File: src/rtl/gpio_bank_pkg.sv
package gpio_bank_pkg;

  localparam int BANK_W = 16;
  localparam int DIV_W  = 7;

  typedef enum logic [1:0] {
    SEL_DIR  = 2'd0,
    SEL_OUT  = 2'd1,
    SEL_CFG  = 2'd2,
    SEL_NONE = 2'd3
  } regSel_e;

  typedef struct packed {
    logic dirWr;
    logic outWr;
    logic cfgWr;
  } gpioStrobe_t;

endpackage

File: src/rtl/gpio_ctrl.sv
module gpio_ctrl
  import gpio_bank_pkg::*;
(
  input  logic        wrEn,
  input  logic [1:0]  wrSel,
  output gpioStrobe_t strobe
);

  always_comb begin
    strobe = '0;
    if (wrEn) begin
      case (wrSel)
        SEL_DIR: strobe.dirWr = 1'b1;
        SEL_OUT: strobe.outWr = 1'b1;
        SEL_CFG: strobe.cfgWr = 1'b1;
        default: strobe = '0;
      endcase
    end
  end

endmodule

File: src/rtl/gpio_refclk_gen.sv
module gpio_refclk_gen #(
  parameter int DIV_W = 7
) (
  input  logic         clk,
  input  logic         rstN,
  input  logic         cfgWr,
  input  logic [DIV_W:0] cfgData,
  output logic         refEn,
  output logic         refClk
);

  logic [DIV_W-1:0] divisor;
  logic [DIV_W-1:0] cnt;
  logic             running;

  assign running = refEn && (divisor != '0);

  always_ff @(posedge clk or negedge rstN) begin
    if (!rstN) begin
      refEn   <= 1'b0;
      divisor <= '0;
    end else if (cfgWr) begin
      refEn   <= cfgData[DIV_W];
      divisor <= cfgData[DIV_W-1:0];
    end
  end

  always_ff @(posedge clk or negedge rstN) begin
    if (!rstN) begin
      cnt    <= '0;
      refClk <= 1'b0;
    end else if (cfgWr || !running) begin
      cnt    <= '0;
      refClk <= 1'b0;
    end else if (cnt == divisor) begin
      cnt    <= '0;
      refClk <= ~refClk;
    end else begin
      cnt    <= cnt + 1'b1;
    end
  end


  cnt_bound_chk: assert property (@(posedge clk) disable iff (!rstN)
    running |-> (cnt <= divisor));


  ref_hold_chk: assert property (@(posedge clk) disable iff (!rstN)
    (running && !cfgWr && (cnt != divisor)) |=> $stable(refClk));


  div_zero_low_chk: assert property (@(posedge clk) disable iff (!rstN)
    (refEn && (divisor == '0)) |-> !refClk);


  off_low_chk: assert property (@(posedge clk) disable iff (!rstN)
    !refEn |-> !refClk);

endmodule

File: src/rtl/gpio_datapath.sv
module gpio_datapath
  import gpio_bank_pkg::*;
#(
  parameter int W      = 16,
  parameter int SYNC_N = 2
) (
  input  logic        clk,
  input  logic        rstN,
  input  gpioStrobe_t strobe,
  input  logic [W-1:0] wrValue,
  input  logic [W-1:0] wrMask,
  input  logic        refEn,
  input  logic        refClk,
  input  logic [W-1:0] padIn,
  output logic [W-1:0] padOut,
  output logic [W-1:0] padOe,
  output logic [W-1:0] rdData
);

  logic [W-1:0] dirReg;
  logic [W-1:0] outReg;
  logic [W-1:0] syncStage [SYNC_N];

  always_ff @(posedge clk or negedge rstN) begin
    if (!rstN) begin
      dirReg <= '0;
    end else if (strobe.dirWr) begin
      dirReg <= (dirReg & ~wrMask) | (wrValue & wrMask);
    end
  end

  always_ff @(posedge clk or negedge rstN) begin
    if (!rstN) begin
      outReg <= '0;
    end else if (strobe.outWr) begin
      outReg <= (outReg & ~wrMask) | (wrValue & wrMask);
    end
  end

  generate
    for (genvar s = 0; s < SYNC_N; s++) begin : gSync
      always_ff @(posedge clk or negedge rstN) begin
        if (!rstN) begin
          syncStage[s] <= '0;
        end else if (s == 0) begin
          syncStage[s] <= padIn;
        end else begin
          syncStage[s] <= syncStage[(s == 0) ? 0 : s-1];
        end
      end
    end
  endgenerate

  assign rdData = syncStage[SYNC_N-1];

  generate
    for (genvar i = 0; i < W; i++) begin : gPin
      if (i == 0) begin : gRefPin
        assign padOe[i]  = dirReg[i] | refEn;
        assign padOut[i] = refEn ? refClk : outReg[i];
      end else begin : gPlainPin
        assign padOe[i]  = dirReg[i];
        assign padOut[i] = outReg[i];
      end
    end
  endgenerate


  dir_mask_chk: assert property (@(posedge clk) disable iff (!rstN)
    strobe.dirWr |=> (((dirReg ^ $past(dirReg)) & ~$past(wrMask)) == '0));


  out_mask_chk: assert property (@(posedge clk) disable iff (!rstN)
    strobe.outWr |=> (((outReg ^ $past(outReg)) & ~$past(wrMask)) == '0));


  idle_dir_chk: assert property (@(posedge clk) disable iff (!rstN)
    !strobe.dirWr |=> $stable(dirReg));


  upper_pins_chk: assert property (@(posedge clk) disable iff (!rstN)
    (!strobe.dirWr && !strobe.outWr) |=> ($stable(padOe[W-1:1]) && $stable(padOut[W-1:1])));

endmodule

File: src/rtl/gpio_refclk_bank.sv
module gpio_refclk_bank
  import gpio_bank_pkg::*;
#(
  parameter int W      = BANK_W,
  parameter int DW     = DIV_W,
  parameter int SYNC_N = 2
) (
  input  logic         clk,
  input  logic         rstN,
  input  logic         wrEn,
  input  logic [1:0]   wrSel,
  input  logic [W-1:0] wrValue,
  input  logic [W-1:0] wrMask,
  output logic [W-1:0] rdData,
  input  logic [W-1:0] padIn,
  output logic [W-1:0] padOut,
  output logic [W-1:0] padOe
);

  gpioStrobe_t strobe;
  logic        refEn;
  logic        refClk;

  gpio_ctrl uCtrl (
    .wrEn   (wrEn),
    .wrSel  (wrSel),
    .strobe (strobe)
  );

  gpio_refclk_gen #(.DIV_W(DW)) uRef (
    .clk     (clk),
    .rstN    (rstN),
    .cfgWr   (strobe.cfgWr),
    .cfgData (wrValue[DW:0]),
    .refEn   (refEn),
    .refClk  (refClk)
  );

  gpio_datapath #(.W(W), .SYNC_N(SYNC_N)) uData (
    .clk     (clk),
    .rstN    (rstN),
    .strobe  (strobe),
    .wrValue (wrValue),
    .wrMask  (wrMask),
    .refEn   (refEn),
    .refClk  (refClk),
    .padIn   (padIn),
    .padOut  (padOut),
    .padOe   (padOe),
    .rdData  (rdData)
  );


  ref_pin_drive_chk: assert property (@(posedge clk) disable iff (!rstN)
    refEn |-> padOe[0]);

endmodule

File: config.mk
export PLATFORM = sky130hd
export DESIGN_NAME = gpio_refclk_bank
export DESIGN_NICKNAME = d
export VERILOG_FILES = /design/src/rtl/gpio_bank_pkg.sv /design/src/rtl/gpio_ctrl.sv /design/src/rtl/gpio_refclk_gen.sv /design/src/rtl/gpio_datapath.sv /design/src/rtl/gpio_refclk_bank.sv
export SDC_FILE = /design/constraint.sdc
export NUM_CORES = 1
export LEC_CHECK = 0
export BUFFER_PORTS_ARGS = -buffer_cell sky130_fd_sc_hd__buf_2
export CORE_ASPECT_RATIO = 1.5
export CORE_MARGIN = 4
export CORE_UTILIZATION = 55
export CTS_CLUSTER_SIZE = 14
export DETAILED_ROUTE_END_ITERATION = 8
export PLACE_DENSITY_LB_ADDON = 0.05
export SYNTH_ARGS = -nofsm -noshare
export SYNTH_HDL_FRONTEND = slang
export SYNTH_SLANG_ARGS = --single-unit
File: constraint.sdc
create_clock -name clk -period 4.4 [get_ports clk]
set_clock_uncertainty 0.2 [all_clocks]
set_input_delay 0.22 -clock clk [delete_from_list [all_inputs] [get_ports clk]]
set_output_delay 0.22 -clock clk [all_outputs]
set_load 0.005 [all_outputs]
==> flow_summary.ini <==
[run_status]
status = finished, final reports clean

[power]
power_density_nw_per_um2 = 410
power_leakage_nw = 2.01
ir_drop_v = 0.000259

[detailed_routing]
dr.pass1.iters = 4
wl_per_cell_um = 15.0
drc = 0
drt_iter0_markers = 73
wl_um = 6440
via_count = 2017
viasPerCell = 4.70
ant_nets = 0

[floorplanning]
die_y_um = 103
io_pins = 101
start_util_pct = 56.8
die-area_um2 = 7350
die_x_um = 71.3
fp-row-count = 34
core_area_um2 = 5830

[worst_setup_path]
endpoint_kind = register
cp.buffers_inverters = 2
critPathLaunchType = primary input
slowest_delay_ns = 0.63
cp.arrival_ns = 2.01
cp_top_family = simple AND/OR/NAND/NOR gates
cp_max_fo = 16
crit_chain = buf_2, and3b_1, nand2_1, mux2_1, dlygate4sd3_1
worstSetupPathDepth = 5
critical_path_class = in -> reg
reg2reg_depth = 2
slowest_stage = and3b_1
required_ns = 4.43

[grt]
use_met3_pct = 4.49
grt_pass1_wl_um = 10500
track_usage_pct = 19.2
grt_busiest_layer = met2
grt_pass1_vias = 2197
grtUsageMet2_pct = 35.3
grt_max_degree = 81
grtUsageMet1_pct = 21.2
antenna_found_initial = 0
grt-ovfl-total = 0

[layout]
final_layout_size_suffix_gt1_share_pct = 42.9
stdcell_count = 429
nets = 406
antenna_cells = 0
num-fill-cells = 429
areaGrowthSynthToFinish_pct = 25.7

[clock_tree]
clk_latency_ns = 0.34
cts_sinks = 80
cts_max_level = 3
postCtsSetupBuffers = 0
cts_max_path_buffers = 2
numCtsBuffers = 9
cts_tree = built
cts_root_buf = clkbuf_8
clk_transition_reported_paths_ns = 0.08

[timing]
max_freq_ghz = 0.505
rsz0062_at_grt = no
drv_slew = 0
setup_violations = 0
worst_pin_slew_ns = 0.964
timing.final.crit_period_ns = 1.98
relSlewSlack_pct = 35.8
holdWs_ns = 0.0114
fin_tns_setup_ns = 0
hold_viol_final = 0
post-route-period-util_pct = 45.0
finalWorstSetupSlack_ns = 2.42

[placed_design]
preCtsSetupSlack_ns = 2.56
gp_congestion = 0.769
hpwl_um = 4340
numPortBuffers = 100
dp_cells = 366

[synthesis]
synth_top_area_share_pct = 60.5
ys_warn_count = 0
seq_area_frac_synth_pct = 60.5
yosysTopAreaCell = dfrtp_1
avgSynthCellArea_um2 = 13.6
ys_types = 26
ys_seq_elements = 80
synth_nets = 298
syn_inst = 244
synth.area.top_cells = dfrtp_1 60%, buf_4 10%, mux2_2 6.8%, mux2_4 5.9%, nand2_1 3.9%
syn-cell-area_um2 = 3310

[min_path]
hp-class = in -> reg
hold_path_depth = 3

[run]
drv_cap = 0
==> Yosys cell counts, drive strengths merged <==
| cell type | count |
|---|---|
| dfrtp | 80 |
| buf | 50 |
| mux2 | 40 |
| nand2 | 34 |
| xnor2 | 10 |
| nor2 | 8 |
| nand3 | 3 |
| o21ai | 3 |
| and3b | 2 |
| inv | 2 |
| xor2 | 2 |
| a211oi | 1 |
| a21boi | 1 |
| and3 | 1 |
| ha | 1 |
| nand4 | 1 |
| nor3 | 1 |
| nor3b | 1 |
| nor4 | 1 |
| or2 | 1 |
| or3 | 1 |
==> cell usage in the layout (no fill, tap or decap), drive strengths merged, types with 2 or more instances in the layout <==
master / count
dfrtp: 80
dlygate4sd3: 47
nand2: 34
xnor2: 10
nor2: 8
clkinv: 3
inv: 5
and3b: 2
nand3: 3
xor2: 2
buf: 100
mux2: 40
o21ai: 3
clkbuf: 10
==> worst paths after layout <==
kind	startpoint	endpoint	slack (ns)
max reg2reg	register	register	2.84
max in group asynchronous	rstN	asynchronous set/reset pin	3.02
min	wrMask[5]	register	0.01
min in group asynchronous	rstN	uData.rdData[0]	0.36
min reg2reg	uData.syncStage[18]	uData.rdData[2]	0.15
max	wrSel[1]	register	2.42
==> metal layers <==
metal / part of all wire [%] / wire length [um]
met4: 1.1 / 74
met1: 36 / 2320
met2: 57 / 3690
met5: 0 / 0
met3: 5.5 / 351
==> area by class of cell <==
class | count | area [um^2] | share of cell area, %
flip-flops and latches | 80 | 2000 | 48.1
repair buffers | 147 | 973 | 23.4
multi-input cells | 112 | 901 | 21.7
clock buffers | 10 | 138 | 3.31
well taps | 72 | 90.1 | 2.17
clock inverters | 6 | 48.8 | 1.17
inverters | 2 | 7.51 | 0.180
==> metrics by stage <==
stage / total power, W / instance area [um^2] / util (%)
5_1_grt: 0.00181 / 4160 / 71.4
3_5_place_dp: 0.00118 / 3500 / 60.1
2_1_floorplan: 0.00112 / 3310 / -
6_report: 0.00171 / 4160 / 71.4
4_1_cts: 0.00173 / 4160 / 71.4
3_3_place_gp: 0.00116 / 3500 / 60.1
==> worst min-delay path, cell delays in order <==
cell and delay (ns):
buf_2 0.10, nand2_1 0.06, mux2_1 0.13
==> power breakdown <==
part / total (W) / switching [W] / internal, W
Sequential: 0.000890 / 0.0000583 / 0.000832
Clock: 0.000499 / 0.000272 / 0.000227
Combinational: 0.000318 / 0.000119 / 0.000200
Total: 0.00171 / 0.000449 / 0.00126
==> cell families (layout without fill, tap and decap cells) <==
logic type                 Yosys count  after routing  synth area share [%]
xor gates and xnor gates            12             12                  3.18
and+or+nand+nor                     54             54                  7.41
adders and majority gates            1              1                 0.378
buffers and inverters               52            165                  12.3
AOI/OAI and AO/OA                    5              5                  1.17
muxes                               40             40                  15.1
DFF                                 80             80                  60.5
==> timing repair <==
| action | in CTS | in global routing |
|---|---|---|
| hold buffers | 47 | 0 |
| endpoints found under the setup margin | 0 | 0 |
| resized for setup | 0 | 0 |
| endpoints found under the hold margin | 136 | 0 |
Power figures use the tool's default switching activity.
